<file path="config.mk">
export PLATFORM = sky130hd
export DESIGN_NAME = expop_classifier
export DESIGN_NICKNAME = d
export VERILOG_FILES = /design/src/rtl/expop_pkg.sv /design/src/rtl/expop_ctrl.sv /design/src/rtl/expop_datapath.sv /design/src/rtl/expop_classifier.sv
export SDC_FILE = /design/constraint.sdc
export NUM_CORES = 1
export LEC_CHECK = 0
export BUFFER_PORTS_ARGS = -buffer_cell sky130_fd_sc_hd__buf_4
export CORE_MARGIN = 5
export CORE_UTILIZATION = 50
export CTS_CLUSTER_SIZE = 28
export DETAILED_ROUTE_END_ITERATION = 10
export GPL_TIMING_DRIVEN = 0
export PLACE_DENSITY = 0.94
export SETUP_SLACK_MARGIN = 0.02
export SYNTH_ARGS = -nofsm -noshare
export SYNTH_HDL_FRONTEND = slang
export SYNTH_SLANG_ARGS = --single-unit
export TNS_END_PERCENT = 30
</file>
<file path="constraint.sdc">
create_clock -name clk -period 3.65 [get_ports clk]
set_input_delay 0.1825 -clock clk [delete_from_list [all_inputs] [get_ports clk]]
set_output_delay 0.1825 -clock clk [all_outputs]
set_load 0.05 [all_outputs]
</file>
<file path="src/rtl/expop_pkg.sv">
package expop_pkg;

  typedef enum logic [1:0] {
    CLS_ZERO = 2'd0,
    CLS_ONE  = 2'd1,
    CLS_TWO  = 2'd2
  } fmtClass_e;

  // strobes from control to datapath
  typedef struct packed {
    logic load;
    logic selTwo;
    logic selOne;
    logic selZero;
    logic illegal;
  } ctrlStrobe_t;

  function automatic int opcWidth(input int twoCnt, input int oneCnt, input int zeroCnt);
    int m;
    m = twoCnt;
    if (oneCnt > m) m = oneCnt;
    if (zeroCnt > m) m = zeroCnt;
    return (m < 2) ? 1 : $clog2(m);
  endfunction

endpackage

</file>
<file path="src/rtl/expop_ctrl.sv">
module expop_ctrl
  import expop_pkg::*;
#(
  parameter int WORD_W   = 16,
  parameter int FIELD_W  = 4,
  parameter int TWO_CNT  = 250,
  parameter int ONE_CNT  = 92,
  parameter int ZERO_CNT = 64
) (
  input  logic              clk,
  input  logic              rst,
  input  logic              inValid,
  input  logic [WORD_W-1:0] instr,
  output ctrlStrobe_t       strobe,
  output logic              validQ
);

  localparam int TOP_W     = WORD_W - 2*FIELD_W;
  localparam int PRE_W     = WORD_W - FIELD_W;
  localparam int ONE_LIMIT = TWO_CNT * (2**FIELD_W) + ONE_CNT;
  localparam int ALL_LIMIT = ONE_LIMIT * (2**FIELD_W) + ZERO_CNT;
  localparam int FULL_ZERO = ((2**PRE_W) - ONE_LIMIT) * (2**FIELD_W);

  localparam logic [TOP_W:0]  TWO_LIM = (TOP_W+1)'(TWO_CNT);
  localparam logic [PRE_W:0]  ONE_LIM = (PRE_W+1)'(ONE_LIMIT);
  localparam logic [WORD_W:0] ALL_LIM = (WORD_W+1)'(ALL_LIMIT);

  logic [TOP_W-1:0] topBits;
  logic [PRE_W-1:0] prefix;
  logic             twoHit;
  logic             oneHit;
  logic             overRange;

  assign topBits = instr[WORD_W-1 -: TOP_W];
  assign prefix  = instr[WORD_W-1 -: PRE_W];
  assign twoHit  = ({1'b0, topBits} < TWO_LIM);
  assign oneHit  = ({1'b0, prefix} < ONE_LIM);

  // zero-address space either fully used or partially reserved
  generate
    if (ZERO_CNT >= FULL_ZERO) begin : g_fullZero
      assign overRange = 1'b0;
    end else begin : g_partZero
      assign overRange = !({1'b0, instr} < ALL_LIM);
    end
  endgenerate

  always_comb begin
    strobe.load    = inValid;
    strobe.selTwo  = twoHit;
    strobe.selOne  = !twoHit && oneHit;
    strobe.selZero = !twoHit && !oneHit;
    strobe.illegal = !twoHit && !oneHit && overRange;
  end

  always_ff @(posedge clk) begin
    if (rst) validQ <= 1'b0;
    else     validQ <= inValid;
  end

endmodule

</file>
<file path="src/rtl/expop_datapath.sv">
module expop_datapath
  import expop_pkg::*;
#(
  parameter int WORD_W   = 16,
  parameter int FIELD_W  = 4,
  parameter int TWO_CNT  = 250,
  parameter int ONE_CNT  = 92,
  parameter int OPC_W    = 8
) (
  input  logic               clk,
  input  logic               rst,
  input  logic [WORD_W-1:0]  instr,
  input  ctrlStrobe_t        strobe,
  output fmtClass_e          classQ,
  output logic [OPC_W-1:0]   opcodeQ,
  output logic [FIELD_W-1:0] addrAQ,
  output logic [FIELD_W-1:0] addrBQ,
  output logic               illegalQ
);

  localparam int TOP_W = WORD_W - 2*FIELD_W;
  localparam int PRE_W = WORD_W - FIELD_W;
  localparam logic [PRE_W-1:0]  ONE_BASE  = PRE_W'(TWO_CNT * (2**FIELD_W));
  localparam logic [WORD_W-1:0] ZERO_BASE = WORD_W'((TWO_CNT * (2**FIELD_W) + ONE_CNT) * (2**FIELD_W));

  logic [TOP_W-1:0]   topBits;
  logic [PRE_W-1:0]   prefix;
  logic [FIELD_W-1:0] midField;
  logic [FIELD_W-1:0] lowField;

  fmtClass_e          classD;
  logic [OPC_W-1:0]   opcodeD;
  logic [FIELD_W-1:0] addrAD;
  logic [FIELD_W-1:0] addrBD;

  assign topBits  = instr[WORD_W-1 -: TOP_W];
  assign prefix   = instr[WORD_W-1 -: PRE_W];
  assign midField = instr[2*FIELD_W-1 -: FIELD_W];
  assign lowField = instr[FIELD_W-1:0];

  always_comb begin
    classD  = CLS_ZERO;
    opcodeD = OPC_W'(instr - ZERO_BASE);
    addrAD  = '0;
    addrBD  = '0;
    if (strobe.selTwo) begin
      classD  = CLS_TWO;
      opcodeD = OPC_W'(topBits);
      addrAD  = midField;
      addrBD  = lowField;
    end else if (strobe.selOne) begin
      classD  = CLS_ONE;
      opcodeD = OPC_W'(prefix - ONE_BASE);
      addrAD  = lowField;
    end
  end

  always_ff @(posedge clk) begin
    if (rst) begin
      classQ   <= CLS_ZERO;
      opcodeQ  <= '0;
      addrAQ   <= '0;
      addrBQ   <= '0;
      illegalQ <= 1'b0;
    end else if (strobe.load) begin
      classQ   <= classD;
      opcodeQ  <= opcodeD;
      addrAQ   <= addrAD;
      addrBQ   <= addrBD;
      illegalQ <= strobe.illegal;
    end
  end

endmodule

</file>
<file path="src/rtl/expop_classifier.sv">
module expop_classifier
  import expop_pkg::*;
#(
  parameter int WORD_W   = 16,
  parameter int FIELD_W  = 4,
  parameter int TWO_CNT  = 250,
  parameter int ONE_CNT  = 92,
  parameter int ZERO_CNT = 64
) (
  input  logic                clk,
  input  logic                rst,
  input  logic                inValid,
  input  logic [WORD_W-1:0]   instr,
  output logic                outValid,
  output logic [1:0]          outClass,
  output logic [opcWidth(TWO_CNT, ONE_CNT, ZERO_CNT)-1:0] outOpcode,
  output logic [FIELD_W-1:0]  outAddrA,
  output logic [FIELD_W-1:0]  outAddrB,
  output logic                outIllegal
);

  localparam int OPC_W = opcWidth(TWO_CNT, ONE_CNT, ZERO_CNT);

  ctrlStrobe_t strobe;
  fmtClass_e   classQ;

  expop_ctrl #(
    .WORD_W(WORD_W), .FIELD_W(FIELD_W),
    .TWO_CNT(TWO_CNT), .ONE_CNT(ONE_CNT), .ZERO_CNT(ZERO_CNT)
  ) i_ctrl (
    .clk(clk), .rst(rst), .inValid(inValid), .instr(instr),
    .strobe(strobe), .validQ(outValid)
  );

  expop_datapath #(
    .WORD_W(WORD_W), .FIELD_W(FIELD_W),
    .TWO_CNT(TWO_CNT), .ONE_CNT(ONE_CNT), .OPC_W(OPC_W)
  ) i_dp (
    .clk(clk), .rst(rst), .instr(instr), .strobe(strobe),
    .classQ(classQ), .opcodeQ(outOpcode), .addrAQ(outAddrA),
    .addrBQ(outAddrB), .illegalQ(outIllegal)
  );

  assign outClass = classQ;

endmodule

</file>
==> impl_metrics.py <==
metrics = {
    "run_status": {
        "status": "complete, no violations",
    },
    "floorplanning": {
        "die_h_um": 53.7,
        "dieArea_mm2": 0.00288,
        "io_pins": 39,
        "start_util_pct": 54.0,
        "coreArea_mm2": 0.00176,
        "die_w_um": 53.7,
        "rows": 15,
    },
    "synth": {
        "seq_area_frac_synth_pct": 39.9,
        "synth.distinct_cells": 34,
        "synth_edf_count": 0,
        "syn_area_per_cell_um2": 9.17,
        "ys_warn_count": 0,
        "syn-cell-area_um2": 953,
        "syn_nets": 125,
        "async_reset_ff_share_pct": 0,
        "synth.most_common_cell": "dfxtp_1",
        "synth_area_leaders": "dfxtp_1 40%, nand2b_1 5.2%, mux2i_1 4.2%",
        "netlist_top_cells_count": "19 x dfxtp_1, 8 x nand2b_1, 7 x nand3_1",
        "synth_cells": 104,
        "synth-seq-cells": 19,
        "synth_top_area_share_pct": 39.9,
        "synthFlopType": "dfxtp_1",
        "synth_top_area_cell": "dfxtp_1",
    },
    "detailed_routing": {
        "drc": 0,
        "vias": 957,
        "routed.top_layer": "met4",
        "via_per_inst": 5.63,
        "ant_nets": 0,
        "met3_length_um": 252,
        "wl_met1_um": 979,
        "drt_wl_total_mm": 2.55,
        "wl_per_cell_um": 15.0,
        "first_pass_iters": 4,
        "met2WireLength_mm": 1.27,
        "drt_iter0_drc": 27,
    },
    "worst_setup_path": {
        "cpMostUsedCell": "buf_4",
        "path_max_fanout": 6,
        "path_cells": "buf_4 > ha_1 > and4_1 > buf_4 > and3_1 > a211o_1 > a311oi_2",
        "crit_buf_inv": 2,
        "endpoint_kind": "register",
        "cpLargestDelayFamily": "compound AO/OA/AOI/OAI gates",
        "critPathLaunchType": "primary input",
        "critPathSlowestCell": "a211o_1",
        "critPathArrivalTime_ps": 1490,
        "crit_type": "primary input to register",
        "worst-endpoint-required_ps": 3880,
        "cpPeakStageDelay_ps": 240,
    },
    "sta": {
        "slew_headroom_pct": 66.0,
        "layout_min_cycle_time_ps": 1260,
        "holdWs_ps": 92.1,
        "fin_ws_ps": 2390,
        "tns_ps": 0,
        "setup_viol": 0,
        "clock.fmax_ghz": 0.793,
        "finClkSkew_ps": 0,
        "finalHoldViolations": 0,
        "timing.final.crit_share_pct": 34.6,
        "slew_viol_final": 0,
        "worstMarginPinSlew_ps": 510,
        "rsz0062_at_grt": "false",
    },
    "placed_design": {
        "port-buffer-count": 37,
        "place_ws_ps": 2080,
        "hpwl_mm": 1.94,
        "gp_congestion": 0.880,
    },
    "clocking": {
        "cts.sinks": 19,
        "clockBufferDepth": 2,
        "cts-hold-fix-buffers": 0,
        "htree_levels": 1,
        "path_clk_slew_ps": 110,
        "clkLatencyLatePin_ps": 300,
        "post_cts_buffers": 0,
        "cts_buffers": 3,
        "post_cts_resized": 0,
        "clockRootBuffer": "clkbuf_4",
        "tritoncts": "yes",
    },
    "finish": {
        "fill_cells": 143,
        "areaGrowthSynthToFinish_pct": 35.2,
        "antenna_cells": 0,
        "ff_latch_area_um2": 380,
        "multi_input_area_um2": 523,
        "drive_gt1_share_pct": 31.0,
        "nets": 167,
        "fin_util_pct": 73.0,
    },
    "flow_run": {
        "maxCapViolCount": 0,
    },
    "grt": {
        "overflow": 0,
        "antenna_found_initial": 0,
        "grt_max_degree": 11,
        "grt_pass1_vias": 917,
        "grt_first_pass_wirelength_mm": 4.28,
        "gr-usage-all-layers_pct": 20.6,
    },
    "power_and_ir_drop": {
        "peakVddDrop_mv": 0.256,
        "leakage_nw": 0.590,
        "p_per_area_mw_per_mm2": 357,
    },
    "hold_path": {
        "hold_class": "primary input to register",
    },
}
-- per-layer routing --
layer	track usage, %	vias up
met5	0	-
met4	8.94	0
met3	3.60	7
met2	33.7	55
met1	26.2	432
li1	-	463
-- cell usage in the layout (no fill, tap or decap) --
cell type  count
a211o_1        1
a211oi_1       1
a21boi_0       3
a21o_1         1
a21oi_1        6
a311oi_1       1
a311oi_2       1
a31oi_1        4
a32o_1         1
and3_1         3
and4_1         1
buf_2          1
buf_4         39
clkbuf_1       6
clkbuf_4       3
conb_1         1
dfxtp_1       19
ha_1           2
inv_1          3
mux2i_1        4
nand2_1        2
nand2_4        1
nand2b_1       8
nand3_1        7
nand3b_1       2
nand4b_1       1
nor2_1         4
nor2b_1        5
o211ai_1       2
o221ai_1       3
o2bb2ai_1      4
o311ai_1       1
or2_1          1
or3b_1         2
xnor2_1        1
-- path summary, 6_finish.rpt --
| path | startpoint | endpoint | slack, ps | depth (start not counted) |
|---|---|---|---|---|
| worst max-delay path | instr[6] | i_dp.opcodeQ[6] | 2390 | 7 |
| worst min-delay path | rst | i_ctrl.validQ | 90 | 2 |
| worst max register to register | i_dp.opcodeQ[7] | i_dp.opcodeQ[7] | 2780 | 3 |
| worst min register to register | i_dp.classQ[0] | i_dp.classQ[0] | 470 | 1 |
-- stage by stage --
| step | cell area (um2) | power [W] | instances |
|---|---|---|---|
| global placement | 1260 | 0.000352 | 166 |
| detailed placement | 1260 | 0.000354 | 166 |
| global route | 1290 | 0.000482 | 170 |
| CTS | 1290 | 0.000460 | 170 |
| floorplan | 953 | 0.000306 | 104 |
| finish | 1290 | 0.000459 | 170 |
-- sequential cells by signal (all words and copies together) (netlist names) --
name / cells
i_dp.classQ: 2
i_dp.addrAQ: 4
i_dp.opcodeQ: 8
i_ctrl.validQ: 1
i_dp.addrBQ: 4
-- layout make-up --
| cell class | instances | area share, % |
|---|---|---|
| timing repair buffer | 37 | 21.6 |
| sequential | 19 | 29.5 |
| clock buffer | 4 | 2.04 |
| inverter | 3 | 0.874 |
| buffer | 8 | 3.01 |
| multi-input combinational | 74 | 40.6 |
| tap | 25 | 2.43 |
-- where the power goes --
| part | leakage, nW | total (W) | internal, W | switching [W] |
|---|---|---|---|---|
| Clock | 0.0150 | 0.000109 | 0.0000426 | 0.0000667 |
| Combinational | 0.418 | 0.000125 | 0.0000462 | 0.0000792 |
| Sequential | 0.157 | 0.000225 | 0.000219 | 0.00000567 |
-- cell families (layout without fill, tap and decap cells) --
family / after synthesis / count (layout) / synth area share (%)
AO/OA/AOI/OAI: 29 / 29 / 23.1
XOR/XNOR: 1 / 1 / 0.919
other: 1 / 1 / 0.393
AND/OR/NAND/NOR: 37 / 37 / 23.6
flip-flops: 19 / 19 / 39.9
adder cells (fa/ha/maj): 2 / 2 / 2.62
multiplexers: 4 / 4 / 4.20
buffers and inverters: 11 / 52 / 5.25
No activity file was read; power rests on OpenSTA's default activity.
